File: config.mk
export PLATFORM = sky130hd
export DESIGN_NAME = irq_ack_reg
export DESIGN_NICKNAME = d
export VERILOG_FILES = /design/src/rtl/irq_ack_pkg.sv /design/src/rtl/irq_wr_decode.sv /design/src/rtl/irq_flag_bank.sv /design/src/rtl/irq_status_out.sv /design/src/rtl/irq_ack_reg.sv
export SDC_FILE = /design/constraint.sdc
export NUM_CORES = 1
export LEC_CHECK = 0
export BUFFER_PORTS_ARGS = -buffer_cell sky130_fd_sc_hd__buf_2
export CAP_MARGIN = 20
export CORE_MARGIN = 4
export CORE_UTILIZATION = 25
export CTS_CLUSTER_SIZE = 12
export DETAILED_ROUTE_END_ITERATION = 12
export GPL_TIMING_DRIVEN = 0
export PLACE_DENSITY_LB_ADDON = 0.1
export SLEW_MARGIN = 20
export SYNTH_ARGS = -nofsm -noshare
export SYNTH_HDL_FRONTEND = slang
export SYNTH_SLANG_ARGS = --single-unit
File: constraint.sdc
create_clock -name clk -period 1.06 [get_ports clk]
set_clock_uncertainty 0.1 [all_clocks]
set_input_delay 0.053 -clock clk [delete_from_list [all_inputs] [get_ports clk]]
set_output_delay 0.053 -clock clk [all_outputs]
set_load 0.01 [all_outputs]
File: src/rtl/irq_ack_pkg.sv
package irq_ack_pkg;

    localparam int WORD_W   = 32;
    localparam int TX_POS   = 0;
    localparam int RX_POS   = 1;
    localparam int TEST_POS = WORD_W - 1;

    typedef struct packed {
        logic test;
        logic rx;
        logic tx;
    } flags_t;

    typedef enum logic [1:0] {
        OP_NONE     = 2'd0,
        OP_CLR_TX   = 2'd1,
        OP_CLR_RX   = 2'd2,
        OP_SET_TEST = 2'd3
    } wr_op_e;

    // Priority decode: lowest significant control bit wins.
    function automatic wr_op_e decode_write(input logic [WORD_W-1:0] d);
        wr_op_e op;
        if (d[TX_POS])        op = OP_CLR_TX;
        else if (d[RX_POS])   op = OP_CLR_RX;
        else if (d[TEST_POS]) op = OP_SET_TEST;
        else                  op = OP_NONE;
        return op;
    endfunction

    function automatic logic [WORD_W-1:0] pack_word(input flags_t f);
        logic [WORD_W-1:0] w;
        w           = '0;
        w[TX_POS]   = f.tx;
        w[RX_POS]   = f.rx;
        w[TEST_POS] = f.test;
        return w;
    endfunction

    function automatic logic any_flag(input flags_t f);
        return f.tx | f.rx | f.test;
    endfunction

endpackage

File: src/rtl/irq_wr_decode.sv
module irq_wr_decode
    import irq_ack_pkg::*;
(
    input  logic              wr_en,
    input  logic [WORD_W-1:0] wdata,
    output wr_op_e            op
);

    always_comb begin
        if (wr_en) op = decode_write(wdata);
        else       op = OP_NONE;
    end

endmodule

File: src/rtl/irq_flag_bank.sv
module irq_flag_bank
    import irq_ack_pkg::*;
(
    input  logic   clk,
    input  logic   rst,
    input  wr_op_e op,
    input  logic   rd_en,
    input  logic   tx_set,
    input  logic   rx_set,
    output flags_t flags_q,
    output flags_t flags_next
);

    always_comb begin
        flags_next = flags_q;
        unique case (op)
            OP_CLR_TX:   flags_next.tx   = 1'b0;
            OP_CLR_RX:   flags_next.rx   = 1'b0;
            OP_SET_TEST: flags_next.test = 1'b1;
            default:     ;
        endcase
        // A read clears the test flag unless a write raises it in the same cycle.
        if (rd_en && op != OP_SET_TEST) flags_next.test = 1'b0;
        // Data-path set events override any host clear.
        if (tx_set) flags_next.tx = 1'b1;
        if (rx_set) flags_next.rx = 1'b1;
    end

    always_ff @(posedge clk) begin
        if (rst) flags_q <= '0;
        else     flags_q <= flags_next;
    end


    tx_set_wins_chk: assert property (@(posedge clk) disable iff (rst)
        tx_set |=> flags_q.tx);


    rx_set_wins_chk: assert property (@(posedge clk) disable iff (rst)
        rx_set |=> flags_q.rx);


    rd_clears_test_chk: assert property (@(posedge clk) disable iff (rst)
        (rd_en && op != OP_SET_TEST) |=> !flags_q.test);


    set_test_chk: assert property (@(posedge clk) disable iff (rst)
        (op == OP_SET_TEST) |=> flags_q.test);

endmodule

File: src/rtl/irq_status_out.sv
module irq_status_out
    import irq_ack_pkg::*;
(
    input  logic   clk,
    input  logic   rst,
    input  logic   wr_en,
    input  flags_t flags_q,
    input  flags_t flags_next,
    output logic   irq_o,
    output logic   busy_o
);

    logic busy_q;

    assign irq_o  = any_flag(flags_q);
    assign busy_o = busy_q;

    always_ff @(posedge clk) begin
        if (rst)        busy_q <= 1'b0;
        else if (wr_en) busy_q <= any_flag(flags_next);
    end


    busy_hold_chk: assert property (@(posedge clk) disable iff (rst)
        !wr_en |=> $stable(busy_o));


    busy_track_chk: assert property (@(posedge clk) disable iff (rst)
        wr_en |=> (busy_o == irq_o));


    reset_clear_chk: assert property (@(posedge clk)
        rst |=> (!busy_o && !irq_o));

endmodule

File: src/rtl/irq_ack_reg.sv
module irq_ack_reg
    import irq_ack_pkg::*;
(
    input  logic              clk,
    input  logic              rst,
    input  logic              host_wr,
    input  logic [WORD_W-1:0] host_wdata,
    input  logic              host_rd,
    output logic [WORD_W-1:0] host_rdata,
    input  logic              tx_done_set,
    input  logic              rx_done_set,
    output logic              irq_o,
    output logic              busy_o
);

    wr_op_e op;
    flags_t flags_q;
    flags_t flags_next;

    irq_wr_decode u_decode (
        .wr_en (host_wr),
        .wdata (host_wdata),
        .op    (op)
    );

    irq_flag_bank u_flags (
        .clk        (clk),
        .rst        (rst),
        .op         (op),
        .rd_en      (host_rd),
        .tx_set     (tx_done_set),
        .rx_set     (rx_done_set),
        .flags_q    (flags_q),
        .flags_next (flags_next)
    );

    irq_status_out u_status (
        .clk        (clk),
        .rst        (rst),
        .wr_en      (host_wr),
        .flags_q    (flags_q),
        .flags_next (flags_next),
        .irq_o      (irq_o),
        .busy_o     (busy_o)
    );

    assign host_rdata = pack_word(flags_q);


    irq_level_chk: assert property (@(posedge clk) disable iff (rst)
        irq_o == (host_rdata != '0));


    tx_clear_chk: assert property (@(posedge clk) disable iff (rst)
        (host_wr && host_wdata[TX_POS] && !tx_done_set) |=> !host_rdata[TX_POS]);


    tx_clear_keeps_rx_chk: assert property (@(posedge clk) disable iff (rst)
        (host_wr && host_wdata[TX_POS] && !rx_done_set && !host_rd)
            |=> (host_rdata[RX_POS] == $past(host_rdata[RX_POS])
                 && host_rdata[TEST_POS] == $past(host_rdata[TEST_POS])));

endmodule

==> run metrics <==
status finished, violations left; failing checks negative setup slack; Layout area overhead 69.9%; final worst slack -0.129 ns; remaining antenna violation count 0; Detail Placement HPWL 699 um; Achievable Freq 841 MHz; CP Cell Sequence or3_1 > buf_2; Max Cap Viol 0; Critical Path Max Stage Delay 0.35 ns; largest net degree at the start of global routing 6; post-layout util 0.454; worst r2r src u_flags.flags_q[1]; HP Class in -> reg; Die H 48.1 um; Routed WL 832 um; Worst path top cell family by delay simple AND/OR/NAND/NOR gates; P_leak 0.421 nW; initial antenna violation count 0; Register-to-Register Path Depth 4; Seq/Total Area, Yosys 0.199; final RePlAce weighted congestion 0.676; via count 365; # diodes 0; # setup viols final 1; launch point of the worst path u_flags.flags_q[1]; Mean Syn Cell Area 8.22 um2; Slowest-stage cell, CP or3_1; post-synth cell types 14; final period utilization 1.12; CP max FO 2; Core ar. 1510 um2; data arrival time of the worst path 1.04 ns; std cell rows 14; total track usage 0.0689; grt ovf 0; Pre-Repair DR Iteration Count 1; total die area 2320 um2; Yosys Warn Count 0; CTS Buf Count 3; vias in the first global route 273; Post-Synthesis Cells 49; DR iter-0 viols 0; startpoint class of the critical path flip-flop; Die Span X 48.1 um; initial core utilization 0.267; setup TNS -0.129 ns; routed vias/inst 3.20; Clock Sinks 4; # fillers 155; crit path kind reg -> out; DR WL/cell 7.30 um; Critical Path End Type output port; I/O pins 72; pre-CTS WS 0.0414 ns; maximum vdd ir drop 0.537 mV; Layout Nets 138; Req. time, crit path 0.91 ns; CP bufs+invs 1; Yosys reg bits 4; Final Slew Violations 0; total power draw 0.585 mW; min Tclk post-route 1.19 ns; Hold Startpoint host_wr; Root Driver clkbuf_4; maximum clock insertion buffer count 2; RR Endpoint u_status.busy_o; power density over the cells 855 nW/um2; Worst-path clk slew 0.04 ns; H-tree depth 1; Stages on worst setup path 2; Port Buf Inserts 13; layout cell share with drive strength beyond 1 0.541; later-pin clock latency in the skew report 0.24 ns; hold slack 0.0526 ns; Residual DRC 0; RSZ-0062 raised after global routing yes; CTS tree built; Mapped Area 403 um2; Worst Setup EP irq_o; global-route wire length before repair 1010 um; worst reg-to-reg setup slack 0.07 ns; final hold vios 0
-- report_power, final --
group          total, mW  internal [mW]  switching [mW]
logic              0.224          0.123           0.101
clock network      0.193          0.127          0.0665
registers          0.168          0.162         0.00576
-- final cells by class --
cell class | count | area, um2 | area share
Buffer | 29 | 218 | 0.318
Clock buffer | 3 | 22.5 | 0.0329
Inverter | 1 | 3.75 | 0.00548
Multi-Input combinational cell | 43 | 218 | 0.318
Sequential cell | 4 | 82.6 | 0.121
Tap cell | 16 | 20.0 | 0.0293
Timing Repair Buffer | 18 | 120 | 0.176
-- tightest hold or removal path, stage by stage --
cell and delay, ns:
buf_2 0.12, nor2_1 0.11, a311oi_2 0.06
-- per-layer routing --
metal	vias to the layer above	share of wire	global-route usage
li1	199	-	-
met1	143	0.26	0.0485
met2	23	0.58	0.128
met3	0	0.16	0.0664
met4	0	0	0.0161
met5	-	0	0
-- synthesized netlist by cell type (all sizes together) --
cell	count	area share
a21oi	3	0.047
a311oi	1	0.037
and4bb	1	0.031
buf	29	0.54
conb	1	0.0093
dfxtp	4	0.20
inv	1	0.0093
nand2	1	0.0093
nand3b	1	0.019
nor2	4	0.037
nor2b	1	0.016
nor3b	1	0.031
or3	1	0.016
-- state kept, by name (all words and copies together), names as in the netlist --
name             cells
u_flags.flags_q      3
u_status.busy_o      1
-- how the worst min path moves through the flow --
stage                          to  slack, ns  cells past startpoint
6_report          u_status.busy_o       0.05                      3
5_1_grt           u_status.busy_o       0.06                      3
4_1_cts        u_flags.flags_q[2]       0.03                      4
3_5_place_dp      u_status.busy_o       0.17                      2
3_3_place_gp      u_status.busy_o       0.18                      2
2_1_floorplan     u_status.busy_o       0.02                      1
-- what timing repair did --
item,CTS,global route
pin swaps,0,0
setup buffers,1,1
hold buffers,3,0
setup endpoints to repair,1,2
resized for setup,2,4
endpoints found under the hold margin,4,0
gates cloned,0,0
-- kinds of logic after synthesis --
kind of cell | after synthesis | synth area share
other | 1 | 0.00931
buffers and inverters | 30 | 0.550
DFF | 4 | 0.199
AOI/OAI and AO/OA | 4 | 0.0838
and+or+nand+nor | 10 | 0.158
-- stage by stage --
| step | cell area (um2) | instances |
|---|---|---|
| 4_1_cts | 656 | 113 |
| 3_3_place_gp | 593 | 106 |
| 6_report | 684 | 114 |
| 5_1_grt | 684 | 114 |
| 2_1_floorplan | 508 | 77 |
| 3_5_place_dp | 593 | 106 |
-- cells in the final DEF, fill, tap and decap left out --
master and count:
nand3b_1 1, a21oi_2 1, buf_2 12, dfxtp_1 2, a21oi_1 1, conb_1 29, buf_4 30, dfxtp_2 2
a21oi_4 1, dlygate4sd3_1 3, nor2b_1 1, buf_6 2, or3_1 1, nor2_1 4, nand2_1 1, a311oi_2 1
and4bb_1 1, clkbuf_4 3, nor3b_2 1, inv_1 1
Note: power is estimated with default switching activity, not from simulation.
